--- src/rtl/spi_csh_pkg.sv ---
package spi_csh_pkg;
  typedef enum logic [1:0] {
    ST_IDLE  = 2'd0,
    ST_GAP   = 2'd1,
    ST_SHIFT = 2'd2
  } csh_state_t;
endpackage

--- src/rtl/spi_half_tick.sv ---
module spi_half_tick #(
  parameter int DIVW = 8
) (
  input  logic            clk,
  input  logic            rst,
  input  logic            en,
  input  logic [DIVW-1:0] half,
  output logic            tick
);
  logic [DIVW-1:0] cnt;
  logic [DIVW-1:0] limit;

  assign limit = (half == '0) ? '0 : half - 1'b1;

  always_ff @(posedge clk) begin
    if (rst || !en) begin
      cnt  <= '0;
      tick <= 1'b0;
    end else if (cnt >= limit) begin
      cnt  <= '0;
      tick <= 1'b1;
    end else begin
      cnt  <= cnt + 1'b1;
      tick <= 1'b0;
    end
  end
endmodule

--- src/rtl/spi_tx_shift.sv ---
module spi_tx_shift #(
  parameter int CW = 8
) (
  input  logic          clk,
  input  logic          rst,
  input  logic          load,
  input  logic [CW-1:0] ld_data,
  input  logic          shift,
  output logic          mosi
);
  logic [CW-1:0] sr;

  always_ff @(posedge clk) begin
    if (rst)        sr <= '0;
    else if (load)  sr <= ld_data;
    else if (shift) sr <= {sr[CW-2:0], 1'b0};
  end

  assign mosi = sr[CW-1];
endmodule

--- src/rtl/spi_hold_reg.sv ---
module spi_hold_reg #(
  parameter int CW  = 8,
  parameter int CSW = 2
) (
  input  logic           clk,
  input  logic           rst,
  input  logic           wr_en,
  input  logic [CW-1:0]  wr_data,
  input  logic [CSW-1:0] wr_cs,
  input  logic           last_set,
  input  logic           take,
  output logic           full,
  output logic [CW-1:0]  data,
  output logic [CSW-1:0] cs,
  output logic           last,
  output logic           armed
);
  logic accept;
  assign accept = wr_en && !full;

  always_ff @(posedge clk) begin
    if (rst) begin
      full  <= 1'b0;
      data  <= '0;
      cs    <= '0;
      last  <= 1'b0;
      armed <= 1'b0;
    end else begin
      if (take) full <= 1'b0;
      if (accept) begin
        data  <= wr_data;
        cs    <= wr_cs;
        last  <= armed || last_set;
        full  <= 1'b1;
        armed <= 1'b0;
      end else if (last_set) begin
        armed <= 1'b1;
      end
    end
  end
endmodule

--- src/rtl/spi_cs_hold_master.sv ---
module spi_cs_hold_master
  import spi_csh_pkg::*;
#(
  parameter int NCS  = 4,
  parameter int CW   = 8,
  parameter int DIVW = 8,
  parameter int GAPW = 8,
  localparam int CSW = (NCS > 1) ? $clog2(NCS) : 1
) (
  input  logic            clk,
  input  logic            rst,
  input  logic            wr_en,
  input  logic [CW-1:0]   wr_data,
  input  logic [CSW-1:0]  wr_cs,
  input  logic            last_set,
  input  logic [NCS-1:0]  cfg_keep,
  input  logic [NCS-1:0]  cfg_force_off,
  input  logic [DIVW-1:0] clk_div,
  input  logic [GAPW-1:0] cs_gap,
  output logic            sclk,
  output logic            mosi,
  output logic [NCS-1:0]  cs_n,
  output logic            hold_empty,
  output logic            last_armed
);
  localparam int BW = (CW > 1) ? $clog2(CW) : 1;
  localparam logic [BW-1:0] LAST_BIT = BW'(CW - 1);

  csh_state_t     st;
  logic           cs_on;
  logic [CSW-1:0] cur_cs;
  logic           cur_last;
  logic [BW-1:0]  bitcnt;
  logic [GAPW-1:0] gap_cnt;

  logic           h_full, h_last;
  logic [CW-1:0]  h_data;
  logic [CSW-1:0] h_cs;
  logic           tick, take, shift_en, stay, gap_done, swap;

  spi_hold_reg #(.CW(CW), .CSW(CSW)) u_hold (
    .clk(clk), .rst(rst), .wr_en(wr_en), .wr_data(wr_data), .wr_cs(wr_cs),
    .last_set(last_set), .take(take), .full(h_full), .data(h_data),
    .cs(h_cs), .last(h_last), .armed(last_armed)
  );

  spi_half_tick #(.DIVW(DIVW)) u_tick (
    .clk(clk), .rst(rst), .en(st == ST_SHIFT), .half(clk_div), .tick(tick)
  );

  spi_tx_shift #(.CW(CW)) u_shift (
    .clk(clk), .rst(rst), .load(take), .ld_data(h_data),
    .shift(shift_en), .mosi(mosi)
  );

  assign swap     = cs_on && (h_cs != cur_cs);
  assign take     = (st == ST_IDLE) && h_full && !swap;
  assign shift_en = (st == ST_SHIFT) && tick && sclk && (bitcnt != LAST_BIT);
  assign stay     = !cur_last &&
                    (cfg_keep[cur_cs] ||
                     (!cfg_force_off[cur_cs] && h_full && (h_cs == cur_cs)));
  assign gap_done = ({1'b0, gap_cnt} + 1'b1) >= {1'b0, cs_gap};
  assign hold_empty = !h_full;

  always_ff @(posedge clk) begin
    if (rst) begin
      st       <= ST_IDLE;
      cs_n     <= '1;
      cs_on    <= 1'b0;
      cur_cs   <= '0;
      cur_last <= 1'b0;
      sclk     <= 1'b0;
      bitcnt   <= '0;
      gap_cnt  <= '0;
    end else begin
      case (st)
        ST_IDLE: begin
          if (h_full) begin
            if (swap) begin
              cs_n    <= '1;
              cs_on   <= 1'b0;
              gap_cnt <= '0;
              st      <= ST_GAP;
            end else begin
              cs_n       <= '1;
              cs_n[h_cs] <= 1'b0;
              cs_on      <= 1'b1;
              cur_cs     <= h_cs;
              cur_last   <= h_last;
              bitcnt     <= '0;
              sclk       <= 1'b0;
              st         <= ST_SHIFT;
            end
          end
        end
        ST_SHIFT: begin
          if (tick) begin
            if (!sclk) begin
              sclk <= 1'b1;
            end else begin
              sclk <= 1'b0;
              if (bitcnt == LAST_BIT) begin
                if (stay) begin
                  st <= ST_IDLE;
                end else begin
                  cs_n    <= '1;
                  cs_on   <= 1'b0;
                  gap_cnt <= '0;
                  st      <= ST_GAP;
                end
              end else begin
                bitcnt <= bitcnt + 1'b1;
              end
            end
          end
        end
        ST_GAP: begin
          if (gap_done) st <= ST_IDLE;
          else          gap_cnt <= gap_cnt + 1'b1;
        end
        default: st <= ST_IDLE;
      endcase
    end
  end
endmodule

--- config.mk ---
export PLATFORM = sky130hd
export DESIGN_NAME = spi_cs_hold_master
export DESIGN_NICKNAME = d
export VERILOG_FILES = /design/src/rtl/spi_csh_pkg.sv /design/src/rtl/spi_half_tick.sv /design/src/rtl/spi_tx_shift.sv /design/src/rtl/spi_hold_reg.sv /design/src/rtl/spi_cs_hold_master.sv
export SDC_FILE = /design/constraint.sdc
export NUM_CORES = 1
export LEC_CHECK = 0
export ABC_AREA = 0
export ABC_CLOCK_PERIOD_IN_PS = 2400
export BUFFER_PORTS_ARGS = -buffer_cell sky130_fd_sc_hd__buf_2
export CAP_MARGIN = 20
export CORE_AREA = 2 2 90 70
export CTS_CLUSTER_SIZE = 28
export DETAILED_ROUTE_END_ITERATION = 6
export DIE_AREA = 0 0 92 72
export PLACE_DENSITY = 0.74
export SYNTH_ARGS = -nofsm -noshare
export SYNTH_HDL_FRONTEND = slang
export SYNTH_SLANG_ARGS = --single-unit
--- constraint.sdc ---
create_clock -name clk -period 2.4 [get_ports clk]
set_input_delay 0 -clock clk [delete_from_list [all_inputs] [get_ports clk]]
set_output_delay 0 -clock clk [all_outputs]
set_load 0.05 [all_outputs]
After elaboration in Yosys (flattened, before gate mapping):

Index checks and enable logic that the tools add are counted.

* flip-flop bits (word level): 52
* input bits: 38
* word-level logic and storage cells: 130
* output and inout port bits: 8

* add/sub/neg operators: 5
* eq/ne operators: 16
* multiplexer cells: 53
* reduce and logical (&&, ||, !) cells: 33
* bitwise operators: 2
* order comparisons: 5

Operators with widths (number)
* 8-bit two-way mux: 10
* 4-bit two-way mux: 6
* 8-bit one-hot mux with 3 select lines: 1
* 2-bit inequality test, second input constant: 9
* 1-bit two-way mux: 17
* 8-bit by 1-bit adder with 8-bit output, second input constant: 2
* 3-bit two-way mux: 5
* 2-bit two-way mux: 6
* 6-bit AND reduction: 2
* 1-bit logical AND: 11
* 8-bit by 1-bit adder with 9-bit output, second input constant: 1
* 9-bit by 8-bit greater-or-equal comparator with 1-bit output: 1
* 8-bit greater-or-equal comparator: 1
* 8-bit logical NOT: 1
* 4-bit one-hot mux with 2 select lines: 1
* 8-bit AND reduction: 1
* 8-bit by 1-bit subtractor with 8-bit output, second input constant: 1
* 2-bit by 3-bit < comparator with 1-bit output, second input constant: 2
* 2-bit one-hot mux with 3 select lines: 1
* 3-bit one-hot mux with 2 select lines: 1
* 2-bit nonzero test: 3
* 1-bit logical NOT: 5
* 5-bit AND reduction: 1
* 1-bit binary-select mux with 2-bit select: 2
* 19 further kinds: 23

Depth between registers and ports, before layout:

* depth after elaboration: 12
* depth in mapped cells: 12
* gate-level depth less buffers: 12

Hierarchy:

A second synthesis with hierarchy kept.

* cell total of the unflattened synthesis: 350
* area total of the unflattened synthesis: 3094.2 µm²

Modules (own cells, without submodules)
* spi_cs_hold_master: area each 1525.2 µm², cells an instance 182, sequential area each 440.4 µm², instances 1
* spi_half_tick: area each 729.4 µm², cells an instance 79, sequential area each 180.2 µm², instances 1
* spi_hold_reg: area each 470.5 µm², cells an instance 54, sequential area each 260.2 µm², instances 1
* spi_tx_shift: area each 369.1 µm², cells an instance 35, sequential area each 160.2 µm², instances 1

Worst setup path after synthesis:

No wires, ideal clock.

* path kind: flip-flop to flip-flop
* start: reg gap_cnt[0]
* end: reg gap_cnt[1]
* required time: 2.283 ns
* period minus slack after synthesis: 2.538 ns
* path buffers: 0
* setup time: 0.117 ns
* stages on the path, launching flop included: 13
* arrival: 2.421 ns
* path slack: -0.138 ns
* cells stage by stage: dfxtp_1 ha_1 and4_1 nand2_1 or2_2 nand2_1 ha_1 and4_1 a21oi_1 a31o_2 and4b_1 nor2_2 a22o_1

* word-level cells in the longest chain between the ends: 4
* elaborated cells on any way between the ends: 7
* classes of those cells: add/sub: 2; order compare: 1; eq/ne: 1; mux: 2; reduce/logical: 1

Ends and longest elaborated chain
* start, declared: RTL line spi_cs_hold_master.sv:34 `logic [GAPW-1:0] gap_cnt;`
* start signal, assigned: RTL line spi_cs_hold_master.sv:119 `else gap_cnt <= gap_cnt + 1'b1;`
* 8-bit by 1-bit adder with 9-bit output: RTL line spi_cs_hold_master.sv:62 `assign gap_done = ({1'b0, gap_cnt} + 1'b1) >= {1'b0, cs_gap};`
* 9-bit by 8-bit greater-or-equal comparator with 1-bit output: RTL line spi_cs_hold_master.sv:62
* 2-bit inequality test (no line)
* 8-bit AND reduction (no line)

Several ways; a longest one is shown, not always the timed one. The select of a mux whose other input is x is not followed.
A chain may end at the register's enable or synchronous reset.

Worst setup path in the final report:

* start: reg gap_cnt[1]
* end: reg gap_cnt[4]

Same word-level chain as after synthesis.

==> metrics <==
Final Skew=0.00730 ns; Worst Setup Slack post-DPL=-0.100 ns; DIE HEIGHT=72 um; Starting Density=49.8%; Final min period=2.42 ns; antenna violations before repair=0; fmax=about 410 MHz; Skew-Pair Late Insertion Delay=about 0.3 ns; routed wire length=6.35 mm; Root Driver=clkbuf_8; vias in the first global route=between 2000 and 2500; Yosys top cell area share=36.6%; Synth-to-Final Area Change=26.7%; Tcrit/Tclk final=101%; Fin. Hold Viols=0; ratio of cells with drive above 1 in the final layout=25.7%; GRT overflow=0; Synth Instances=343; io pins=between 40 and 50; Critical Path, Cell by Cell=ha_4, and4_4, nand2_2, or2_4, nand2_4, ha_4, and4_4, a21oi_2, a31o_2, nand4b_1, a31o_2; Synth Cell Area=2840 um^2; iteration-0 DRC count of the detailed router=around 140; Avg Cell Area, Syn=8.28 um^2; post-layout util=63.1%; failing checks=setup timing; die width=approximately 92 um; crit path DAT=2.62 ns; CTS sink cnt=52; ANT cells=0; CTS Buf Count=5; GR Util met1=28.9%; Setup-failing EPs final=3; fin. max-slew vios=0; worst ir drop on vdd=0.000327 V; port bufs=between 40 and 50; Worst path slowest cell=dfxtp_2; Critical Path Sink Type=flip-flop; Worst Hold Slack=~0.22 ns; Worst Hold Class=primary input to flip-flop; Clock Pin Slew Worst Setup and Hold Paths=0.09 ns; P_leak=approximately 1.5 nW; final worst setup slack=-0.0210 ns; top cells by area, synth=dfxtp_1 37%, ha_1 9.2%, nand2_1 6.6%; Pre-Repair DR Iteration Count=4; CTS tree=built; via/cell ratio=5.23; WL per Instance=12.8 um; CP required=between 2 and 3 ns; largest net degree at the start of global routing=a little over 40; Worst-Margin Slew=0.805 ns; row count=24; CP max FO=4; Crit path largest cell delay=0.36 ns; flops & latches, synth=52; CTS H-tree lvls=2; net count after synthesis=402; status=finished, violations left; first-pass GRT wire length=11.0 mm; DR DRC count=0; Post-DRT Antenna Nets=0; die area=6620 um^2; CP startpoint kind=flip-flop; Power Density=509 nW/um^2; fraction of registers with async set/reset=0%; CP Class=flip-flop to flip-flop; number of flops mapped to enable cells by yosys=0; met3 usage=3.53%; Clock Path Buffers=2; gpl congestion=0.855; hpwl dp=4.45 mm; Seq/Total Area, Yosys=a little over a third; Global Route Usage Sum=20.1%; number of library cell types mapped by synthesis=48; Max-Cap Viols=0; # nets final=478; slew margin rel.=46.2%; Primary FF master, synth=dfxtp_1; DR vias=2607; Synth Warn #=0; layer with the highest usage=met2; Core Footprint=roughly 5700 um^2; RSZ-0062 raised after global routing=yes; leading area contributor after synthesis=dfxtp_1; M2 GR Usage=31.5%
==> path summary, 6_finish.rpt <==
path	end	start	slack, ns	cells after the start
worst max-delay path	gap_cnt[4]	gap_cnt[1]	-0.02	11
worst min-delay path	gap_cnt[2]	rst	0.22	3
worst max register to register	gap_cnt[4]	gap_cnt[1]	-0.02	11
worst min register to register	u_hold.data[4]	u_hold.data[4]	0.46	2
==> per-layer routing <==
layer | up-vias | wire length [um]
met5 | - | 0
met4 | 0 | 81
met3 | 9 | 266
met2 | 58 | 2770
met1 | 1167 | 3230
li1 | 1373 | -
==> synthesized netlist by cell type, types with 2 or more instances <==
master	count
dfxtp_1	52
nand2_1	50
nor2_1	37
a21oi_1	36
ha_1	21
inv_1	18
nand3_1	12
a211oi_1	11
xor2_1	11
mux2i_1	7
clkbuf_1	6
nand2b_1	6
nor3_1	6
nor4_1	6
a31o_2	5
and3_1	5
nand4_1	4
o21ai_0	4
a22o_1	3
and4_1	3
nor2b_1	3
or2_2	3
xnor2_1	3
a21o_1	2
buf_4	2
clkbuf_8	2
o2111ai_1	2
o21ai_1	2
o31a_1	2
==> worst max-delay path, delay by kind of cell, from the launching register on <==
kind,cells,cell delay (ns)
AO/OA/AOI/OAI,3,0.64
adder cells (fa/ha/maj),2,0.33
AND/OR/NAND/NOR,6,1.00
flip-flops,1,0.36
==> what timing repair did <==
item,4_1_cts,5_1_grt
endpoints found under the setup margin,7,15
buffers inserted,3,4
endpoints found under the hold margin,12,0
gates resized for setup,8,12
pin swaps,11,10
hold buffers,12,0
==> flip-flops by register name, summed over array words and instances, names as in the netlist, 2 cells and up <==
register / count
cur_cs: 2
gap_cnt: 8
bitcnt: 3
st: 2
cs_n: 4
u_hold.data: 8
u_tick.cnt: 8
u_hold.cs: 2
u_shift.sr: 8
==> cell type report <==
type	instances	area (um^2)
Clock buffer	6	72.6
Clock inverter	2	35.0
Fill cell	473	2110
Inverter	18	67.6
Multi-Input combinational cell	262	1760
Sequential cell	52	1050
Tap cell	78	97.6
Timing Repair Buffer	80	518
==> power breakdown <==
part,leakage (nW),internal [mW],switching [mW]
clock network,0.0552,0.310,0.274
logic,1.07,0.127,0.186
registers,0.426,0.902,0.0330
==> layout by cell type (no fill, tap or decap), types with 2 or more instances in the layout <==
master          n
nand2_1        47
dfxtp_1        47
buf_2          45
nor2_1         36
a21oi_1        35
buf_4          23
inv_1          18
ha_1           18
dlygate4sd3_1  12
xor2_1         11
nand3_1        11
a211oi_1       11
mux2i_1         7
nor3_1          6
nand2b_1        6
nor4_1          5
a31o_2          5
clkbuf_8        5
dfxtp_2         5
and3_1          4
o21ai_0         4
nand4_1         4
nand2_2         3
xnor2_1         3
nor2b_1         3
a22o_1          3
ha_4            3
nor4_2          2
or2_4           2
and4_4          2
a21o_1          2
o2111ai_1       2
o31a_1          2
==> kinds of logic after synthesis <==
| kind of cell | count (synthesis) | share of synthesized area (%) |
|---|---|---|
| AND/OR/NAND/NOR | 145 | 24.4 |
| AO/OA/AOI/OAI | 72 | 16.0 |
| flip-flops | 52 | 36.6 |
| buffers and inverters | 29 | 4.84 |
| adder cells (fa/ha/maj) | 21 | 9.25 |
| XOR/XNOR | 14 | 4.32 |
| multiplexers | 10 | 4.58 |
==> through the flow <==
step / instances / TNS, ns / area [um^2] / total power [mW]
final: 498 / -0.0577 / 3600 / 1.83
after global routing: 498 / -0.492 / 3600 / 1.91
after CTS: 494 / 0 / 3500 / 1.84
after detailed placement: 471 / -1.39 / 3230 / 1.24
after global placement: 471 / -0.454 / 3230 / 1.23
after floorplan: 343 / 0 / 2860 / 1.15
Note: power is estimated with default switching activity, not from simulation.
